===== config.mk =====
export PLATFORM = sky130hd
export DESIGN_NAME = irq_level_arbiter
export DESIGN_NICKNAME = d
export VERILOG_FILES = /design/src/rtl/irq_arb_pkg.sv /design/src/rtl/irq_src_ctrl.sv /design/src/rtl/irq_pick.sv /design/src/rtl/irq_cpu_gate.sv /design/src/rtl/irq_level_arbiter.sv
export SDC_FILE = /design/constraint.sdc
export NUM_CORES = 1
export LEC_CHECK = 0
export ABC_AREA = 1
export BUFFER_PORTS_ARGS = -buffer_cell sky130_fd_sc_hd__buf_2
export CAP_MARGIN = 20
export CORE_ASPECT_RATIO = 1.2
export CORE_MARGIN = 2
export CORE_UTILIZATION = 49
export CTS_CLUSTER_DIAMETER = 100
export DETAILED_ROUTE_END_ITERATION = 16
export PLACE_DENSITY = 0.63
export REMOVE_ABC_BUFFERS = 1
export SLEW_MARGIN = 20
export SYNTH_ARGS = -nofsm -noshare
export SYNTH_HDL_FRONTEND = slang
export SYNTH_SLANG_ARGS = --single-unit

===== constraint.sdc =====
create_clock -name clk -period 13.6 [get_ports clk]
set_clock_uncertainty 0.15 [all_clocks]
set_input_delay 2.72 -clock clk [delete_from_list [all_inputs] [get_ports clk]]
set_output_delay 2.72 -clock clk [all_outputs]
set_load 0.02 [all_outputs]

===== src/rtl/irq_arb_pkg.sv =====
package irq_arb_pkg;

  localparam int LVL_W = 4;
  localparam int GRP_W = 2;
  localparam int KEY_W = LVL_W + GRP_W;

  // Bit order matters: software sees this as the control byte.
  typedef struct packed {
    logic             flag;
    logic             en;
    logic [LVL_W-1:0] lvl;
    logic [GRP_W-1:0] grp;
  } ctl_t;

  localparam int CTL_W = $bits(ctl_t);

endpackage


===== src/rtl/irq_src_ctrl.sv =====
module irq_src_ctrl
  import irq_arb_pkg::*;
(
  input  logic clk,
  input  logic rst_n,
  input  logic wr_en,
  input  ctl_t wr_val,
  input  logic hw_set,
  input  logic ack_clr,
  output ctl_t ctl_q
);

  ctl_t ctl_r;
  ctl_t ctl_nxt;
  logic ctl_upd;

  always_comb begin
    ctl_nxt = ctl_r;
    if (wr_en) begin
      ctl_nxt = wr_val;
    end else if (ack_clr) begin
      ctl_nxt.flag = 1'b0;
    end
    // a hardware event is never lost
    if (hw_set) begin
      ctl_nxt.flag = 1'b1;
    end
  end

  assign ctl_upd = wr_en | ack_clr | hw_set;

  always_ff @(posedge clk or negedge rst_n) begin
    if (!rst_n) begin
      ctl_r <= '0;
    end else if (ctl_upd) begin
      ctl_r <= ctl_nxt;
    end
  end

  assign ctl_q = ctl_r;

endmodule


===== src/rtl/irq_pick.sv =====
module irq_pick
  import irq_arb_pkg::*;
#(
  parameter int NUM_SRC = 8,
  parameter int IDX_W   = (NUM_SRC > 1) ? $clog2(NUM_SRC) : 1
) (
  input  ctl_t [NUM_SRC-1:0] ctl,
  output logic               win_vld,
  output logic [IDX_W-1:0]   win_idx,
  output logic [LVL_W-1:0]   win_lvl
);

  logic [KEY_W-1:0] best_key;

  // Strictly-greater replacement keeps the lowest index on a full tie.
  always_comb begin
    best_key = '0;
    win_vld  = 1'b0;
    win_idx  = '0;
    for (int i = 0; i < NUM_SRC; i++) begin
      if (ctl[i].en && ctl[i].flag) begin
        if (!win_vld || ({ctl[i].lvl, ctl[i].grp} > best_key)) begin
          best_key = {ctl[i].lvl, ctl[i].grp};
          win_idx  = IDX_W'(i);
          win_vld  = 1'b1;
        end
      end
    end
    win_lvl = best_key[KEY_W-1:GRP_W];
  end

endmodule


===== src/rtl/irq_cpu_gate.sv =====
module irq_cpu_gate
  import irq_arb_pkg::*;
(
  input  logic             win_vld,
  input  logic [LVL_W-1:0] win_lvl,
  input  logic [LVL_W-1:0] cpu_level,
  output logic             req
);

  always_comb begin
    req = win_vld && (win_lvl != '0) && (win_lvl > cpu_level);
  end

endmodule


===== src/rtl/irq_level_arbiter.sv =====
module irq_level_arbiter
  import irq_arb_pkg::*;
#(
  parameter int NUM_SRC = 8,
  parameter int IDX_W   = (NUM_SRC > 1) ? $clog2(NUM_SRC) : 1
) (
  input  logic               clk,
  input  logic               rst_n,
  input  logic               reg_we,
  input  logic [IDX_W-1:0]   reg_addr,
  input  logic [CTL_W-1:0]   reg_wdata,
  output logic [CTL_W-1:0]   reg_rdata,
  input  logic [NUM_SRC-1:0] hw_req,
  input  logic [LVL_W-1:0]   cpu_level,
  input  logic               cpu_ack,
  output logic               irq_req,
  output logic [IDX_W-1:0]   irq_idx,
  output logic [LVL_W-1:0]   irq_level
);

  // reset: asserted at once, released after two edges
  logic [1:0] rst_sync_r;
  logic       rst_core_n;

  always_ff @(posedge clk or negedge rst_n) begin
    if (!rst_n) begin
      rst_sync_r <= 2'b00;
    end else begin
      rst_sync_r <= {rst_sync_r[0], 1'b1};
    end
  end

  assign rst_core_n = rst_sync_r[1];

  ctl_t [NUM_SRC-1:0] ctl;
  logic [NUM_SRC-1:0] src_flag;
  logic [NUM_SRC-1:0] src_en;
  logic               win_vld;
  logic [IDX_W-1:0]   win_idx;
  logic [LVL_W-1:0]   win_lvl;
  logic               req;

  for (genvar g = 0; g < NUM_SRC; g++) begin : g_src
    logic wr_hit;
    logic ack_hit;

    assign wr_hit  = reg_we && (reg_addr == IDX_W'(g));
    assign ack_hit = cpu_ack && req && (win_idx == IDX_W'(g));

    irq_src_ctrl u_src (
      .clk     (clk),
      .rst_n   (rst_core_n),
      .wr_en   (wr_hit),
      .wr_val  (ctl_t'(reg_wdata)),
      .hw_set  (hw_req[g]),
      .ack_clr (ack_hit),
      .ctl_q   (ctl[g])
    );

    assign src_flag[g] = ctl[g].flag;
    assign src_en[g]   = ctl[g].en;
  end

  irq_pick #(
    .NUM_SRC (NUM_SRC),
    .IDX_W   (IDX_W)
  ) u_pick (
    .ctl     (ctl),
    .win_vld (win_vld),
    .win_idx (win_idx),
    .win_lvl (win_lvl)
  );

  irq_cpu_gate u_gate (
    .win_vld   (win_vld),
    .win_lvl   (win_lvl),
    .cpu_level (cpu_level),
    .req       (req)
  );

  always_comb begin
    reg_rdata = '0;
    for (int i = 0; i < NUM_SRC; i++) begin
      if (reg_addr == IDX_W'(i)) begin
        reg_rdata = ctl[i];
      end
    end
  end

  assign irq_req   = req;
  assign irq_idx   = win_idx;
  assign irq_level = win_lvl;

endmodule


-- After elaboration in Yosys (flattened, before gate mapping)
Index checks and enable logic that the tools add are counted.
- register bits: 66
- input bits: 27
- output and inout bits: 16
- word-level logic and storage cells: 215
- $lt $le $gt $ge: 8
- eq/ne operators: 14
- multiplexer cells: 76
- bitwise gates (word level): 16
- reductions and logical operators: 68
- operators by type and width (operator ; count):
    two-way mux 6 bit ; 15
    two-way mux 8 bit ; 8
    greater-than comparator 6 bit ; 7
    two-way mux 1 bit ; 40
    two-way mux 3 bit ; 13
    AND reduction 2 bit ; 16
    logical AND 1 bit ; 27
    equality test 3 bit (second input constant) ; 8
    nonzero test 3 bit ; 8
    OR 1 bit ; 16
    equality test 3 x 2 -> 1 bit (second input constant) ; 4
    logical NOT 1 bit ; 7
    logical OR 1 bit ; 7
    equality test 3 x 1 -> 1 bit (second input constant) ; 2
    logical NOT 3 bit ; 2
    greater-than comparator 4 bit ; 1
    nonzero test 4 bit ; 1

-- Longest topological paths before layout
- word-level depth: 38
- gate-level depth with buffers: 91
- mapped depth without buffers: 87

-- Modules after synthesis
A second synthesis with hierarchy kept.
- cell total of the unflattened synthesis: 778
- area, all modules: 5231.3 µm²
- by module, submodules not included (module ; times used ; cells each ; area an instance (µm²) ; seq. area each (µm²)):
    irq_src_ctrl ; 8 ; 35 ; 312.8 ; 200.2
    irq_pick ; 1 ; 332 ; 1876.8 ; 0.0
    irq_level_arbiter ; 1 ; 142 ; 721.9 ; 50.0
    irq_cpu_gate ; 1 ; 24 ; 130.1 ; 0.0

-- Least setup slack after synthesis
No wires, ideal clock.
- kind: flip-flop to output port
- from: reg g_src[0].u_src.ctl_r, in the netlist g_src[0].u_src.ctl_q[7]
- to: out irq_req
- arrival time: 10.148 ns
- data required time: 10.730 ns
- setup slack: 0.582 ns
- stages on the path, launching flop included: 84
- buffers on the path: 6
- cells stage by stage: dfrtp_1 nand2_2 inv_1 nand2_1 ha_1 nand2_1 nor2_2 nand2_1 nand3_1 nand2_1 nand2_2 nand2_2 buf_6 nand2_1 o21ai_2 ha_1 nand2_1 nor2_1 [... 48 more ...] a21oi_1 nor2_1 nor2_1 nand2_1 nand2_2 nand2_4 nand2_4 buf_12 nand2_4 nand2_4 ha_1 inv_1 nor2_1 nor2_1 nor2_1 a211oi_1 a21oi_2 a21boi_0
- longest elaborated chain between the ends: 33
- elaborated cells on any way between the ends: 56
- those cells by class: order compare: 8; mux: 30; reduce/logical: 18
- ends and longest elaborated chain (item ; line ; RTL):
    start, declared ; irq_src_ctrl.sv:13 ; ctl_t ctl_r;
    start signal, assigned ; irq_src_ctrl.sv:36 ; ctl_r <= ctl_nxt;
    logical AND 1 bit * ; irq_pick.sv:21 ; if (ctl[i].en && ctl[i].flag) begin
    two-way mux 6 bit or two-way mux 1 bit (tied branches) ; irq_pick.sv:21 ;
    greater-than comparator 6 bit or logical NOT 1 bit (tied branches) ; irq_pick.sv:22 ; if (!win_vld || ({ctl[i].lvl, ctl[i].grp} > best_key)) begin
    logical OR 1 bit ; irq_pick.sv:22 ;
    two-way mux 6 bit or two-way mux 1 bit (tied branches) ; irq_pick.sv:22 ;
    two-way mux 6 bit or two-way mux 1 bit (tied branches) ; irq_pick.sv:21 ;
    greater-than comparator 6 bit or logical NOT 1 bit (tied branches) ; irq_pick.sv:22 ;
    logical OR 1 bit ; irq_pick.sv:22 ;
    [... 17 more ...] ; - ;
    two-way mux 6 bit or two-way mux 1 bit (tied branches) ; irq_pick.sv:21 ;
    greater-than comparator 6 bit or logical NOT 1 bit (tied branches) ; irq_pick.sv:22 ;
    logical OR 1 bit ; irq_pick.sv:22 ;
    two-way mux 6 bit ; irq_pick.sv:22 ;
    two-way mux 6 bit * ; irq_pick.sv:21 ;
    named net irq_level[1] ; irq_level_arbiter.sv:18 ; output logic [LVL_W-1:0] irq_level
    parallel branches: the longest is 2 deep, another holds greater-than comparator 4 bit ; - ;
    logical AND 1 bit * ; irq_cpu_gate.sv:11 ; req = win_vld && (win_lvl != '0) && (win_lvl > cpu_level);
    end, declared ; irq_level_arbiter.sv:16 ; output logic irq_req,
Mark *: on every way through the listed nets, which the timed path passes.

-- Worst setup path in the final report
- from: reg g_src[0].u_src.ctl_r, in the netlist g_src[0].u_src.ctl_q[7]
- to: out irq_req
- longest elaborated chain between the ends: 33
- elaborated cells on any way between the ends: 56
- those cells by class: order compare: 8; mux: 30; reduce/logical: 18
- ends and longest elaborated chain (item ; line):
    logical AND 1 bit * ; irq_pick.sv:21
    parallel branches: the longest is 31 deep, another holds greater-than comparator 6 bit ; -
    logical AND 1 bit * ; irq_cpu_gate.sv:11
Every way passes the cells marked *.

==> run_results.csv <==
group,metric,value,unit
clock_network,cts_tree,"done",
setup_path,worst_path_most_repeated_cell,"nand2_1",
routing,drt-initial-drc-count,300,
placed_design,globalplace.congestion,0.908,
setup_path,required,10.73,ns
routing,drc,0,
grt,antenna_found_initial,0,
logic_synthesis,synth_area_per_cell,7.24,um2
clock_network,cts-buffers-inserted,9,
final_layout,fin_util,0.625,
final_layout,final_common_cell,"nand2_1",
sta,hold_viol_final,0,
logic_synthesis,synth_flop_cell,"dfrtp_1",
setup_path,cp.arrival,10.34,ns
clock_network,clkTransAtPathRegs,0.06,ns
power_and_ir_drop,switching_share,0.463,
floorplan,die_w,97.2,um
routing,vias,5011,
final_layout,fill_cells,940,
final_layout,final_cell_mix,"194 x nand2_1, 85 x inv_1, 65 x dfrtp_1",
final_layout,antennaDiodeCount,0,
power_and_ir_drop,switching_power,0.000617,W
placed_design,dpl_worst_slack,0.256,ns
run,maxCapViolations,0,
logic_synthesis,synth_cell_type_count,50,
power_and_ir_drop,clkPwrFrac,0.191,
clock_network,root_buffer,"clkbuf_16",
logic_synthesis,netlist_area,5110,um2
logic_synthesis,synth_area_leader_cell,"dfrtp_1",
sta,setup_slack,0.386,ns
power_and_ir_drop,leakagePower,3.24,nW
sta,max-slew-margin-rel,0.441,
setup_path,cp-start-kind,"register",
routing,ant_nets,0,
logic_synthesis,syn_inst,706,
final_layout,nets,845,
outcome,outcome,"finished, final reports clean",
final_layout,layout-drive-gt1-share,0.247,
logic_synthesis,synth-edff-count,0,
placed_design,io_buffers,42,
sta,drv_slew,0,
routing,drt-pass1-iter-count,7,
floorplan,rows,40,
sta,max_clock_freq,75.7,MHz
power_and_ir_drop,intPower,0.000715,W
clock_network,clockBufferDepth,2,
clock_network,htreeDepth,3,
grt,grtUsageTotal,0.259,
power_and_ir_drop,power_density,212,nW/um2
grt,grt_pass1_wl,23000,um
logic_synthesis,synthTopCellsByArea,"dfrtp_1 32%, nand2_1 15%, ha_1 11%",
floorplan,die_h,116,um
clock_network,cts_num_sinks,66,
grt,grt_start_max_net_pins,65,
setup_path,setup.worst_path.class,"register to output pin",
logic_synthesis,async_flop_share,1.00,
clock_network,holdBufCountCts,0,
routing,viasPerCell,5.54,
power_and_ir_drop,seq_power_share,0.205,
sta,holdWs,0.209,ns
floorplan,start_util,0.508,
grt,grt_pass1_vias,4680,
routing,wl,15000,um
clock_network,clk_latency,0.34,ns
final_layout,syn_to_final_growth,23.0,%
floorplan,fp.coreArea,10100,um2
logic_synthesis,synth_top_cell_area_share,0.323,
grt,overflow,0,
setup_path,critPathMaxFanout,8,
logic_synthesis,yosysWarnings,0,
final_layout,multi_input_area,3360,um2
logic_synthesis,ys_seq_elements,66,
power_and_ir_drop,combPwrFrac,0.604,
logic_synthesis,yosysSeqAreaShare,0.323,
setup_path,slowest_stage,"dfrtp_1",
min_path,min_path_type,"register to register",
floorplan,dieArea,11300,um2
floorplan,pin_count,43,
setup_path,cp-end-kind,"output pin",
sta,worst_slew_pin_slew,0.838,ns
placed_design,dp_hpwl,11100,um
sta,setup_viol,0,
final_layout,regArea,1650,um2
sta,period_needed,13.21,ns
setup_path,critPathMaxStageDelay,0.42,ns
routing,wl_per_cell,16.6,um
sta,period_share,0.972,
power_and_ir_drop,peakVddDrop,0.0898,mV
==> registers in the layout (all words and copies together) (netlist names) <==
register and cells:
rst_sync_r 2, g_src.u_src.ctl_q 64
==> power groups by stage <==
stage	sequential [W]	clock [W]	combinational [W]
floorplan	0.000262	0	0.000482
global placement	0.000272	0	0.000613
detailed placement	0.000273	0	0.000634
CTS	0.000270	0.000257	0.000640
global route	0.000279	0.000266	0.000893
finish	0.000273	0.000254	0.000804
==> cell type report <==
type / count / share of cell area
inverter: 98 / 0.0601
sequential: 66 / 0.263
timing repair buffer: 67 / 0.0661
clock inverter: 4 / 0.0119
clock buffer: 12 / 0.0392
tap: 126 / 0.0251
multi-input combinational: 531 / 0.534
==> worst max-delay path: cells and delay by family (launching register included) <==
kind / cells / cell delay, ns
AOI/OAI and AO/OA: 17 / 2.24
adders and majority gates: 8 / 2.30
buffers and inverters: 9 / 0.85
DFF: 1 / 0.42
and+or+nand+nor: 45 / 4.10
==> per-layer routing <==
metal  vias to the layer above  share of wire  track usage
met2                       145           0.51        0.470
met1                      2363           0.40        0.311
li1                       2467              -            -
met4                         0          0.036        0.111
met3                        36          0.046       0.0362
met5                         -              0            0
==> through the flow <==
step | cells | instance area (um2) | total power (W) | setup TNS, ns
after floorplan | 691 | 5020 | 0.000744 | 0
after global placement | 864 | 5430 | 0.000884 | 0
after detailed placement | 864 | 5430 | 0.000907 | 0
after CTS | 880 | 5760 | 0.00117 | 0
after global routing | 904 | 6280 | 0.00144 | -0.360
final | 904 | 6280 | 0.00133 | 0
==> path summary, 6_finish.rpt <==
| path | cells past startpoint | startpoint | endpoint | slack [ns] |
|---|---|---|---|---|
| setup / recovery | 79 | g_src[0].u_src.ctl_q[7] | irq_req | 0.39 |
| hold / removal | 0 | rst_sync_r[0] | rst_sync_r[1] | 0.21 |
| setup reg to reg | 81 | g_src[0].u_src.ctl_q[7] | g_src[1].u_src.ctl_q[7] | 3.17 |
| hold reg to reg | 0 | rst_sync_r[0] | rst_sync_r[1] | 0.21 |
| max in group asynchronous | 1 | rst_n | rst_sync_r[1] | 11.20 |
| min in group asynchronous | 1 | rst_sync_r[1] | g_src[2].u_src.ctl_q[6] | 0.29 |
==> logic make-up (layout without fill, tap and decap cells) <==
| kind of cell | Yosys count | after routing | synth area share |
|---|---|---|---|
| adders and majority gates | 45 | 45 | 0.110 |
| buffers and inverters | 113 | 181 | 0.0906 |
| and+or+nand+nor | 335 | 339 | 0.305 |
| AOI/OAI and AO/OA | 146 | 146 | 0.170 |
| DFF | 66 | 66 | 0.323 |
| other | 1 | 1 | 0.000734 |
==> cell usage after synthesis, types with 4 or more instances <==
| library cell | n |
|---|---|
| ha_1 | 45 |
| nor3_1 | 4 |
| nand2_1 | 210 |
| o21ai_2 | 11 |
| inv_1 | 89 |
| nand4_1 | 18 |
| o21ai_1 | 9 |
| inv_2 | 5 |
| clkbuf_1 | 9 |
| a21oi_1 | 22 |
| dfrtp_1 | 66 |
| nand3_2 | 9 |
| o21ai_0 | 74 |
| o21bai_1 | 5 |
| nor2_1 | 33 |
| nand2_4 | 8 |
| nand3_1 | 24 |
| nor2_2 | 4 |
| nand2_2 | 15 |
==> repair_timing <==
| action | in CTS | in global routing |
|---|---|---|
| resized for setup | 6 | 78 |
| gates cloned | 0 | 4 |
| setup buffers | 0 | 20 |
| setup endpoints to repair | 1 | 8 |
| pin swaps | 0 | 29 |
Power figures use the tool's default switching activity.
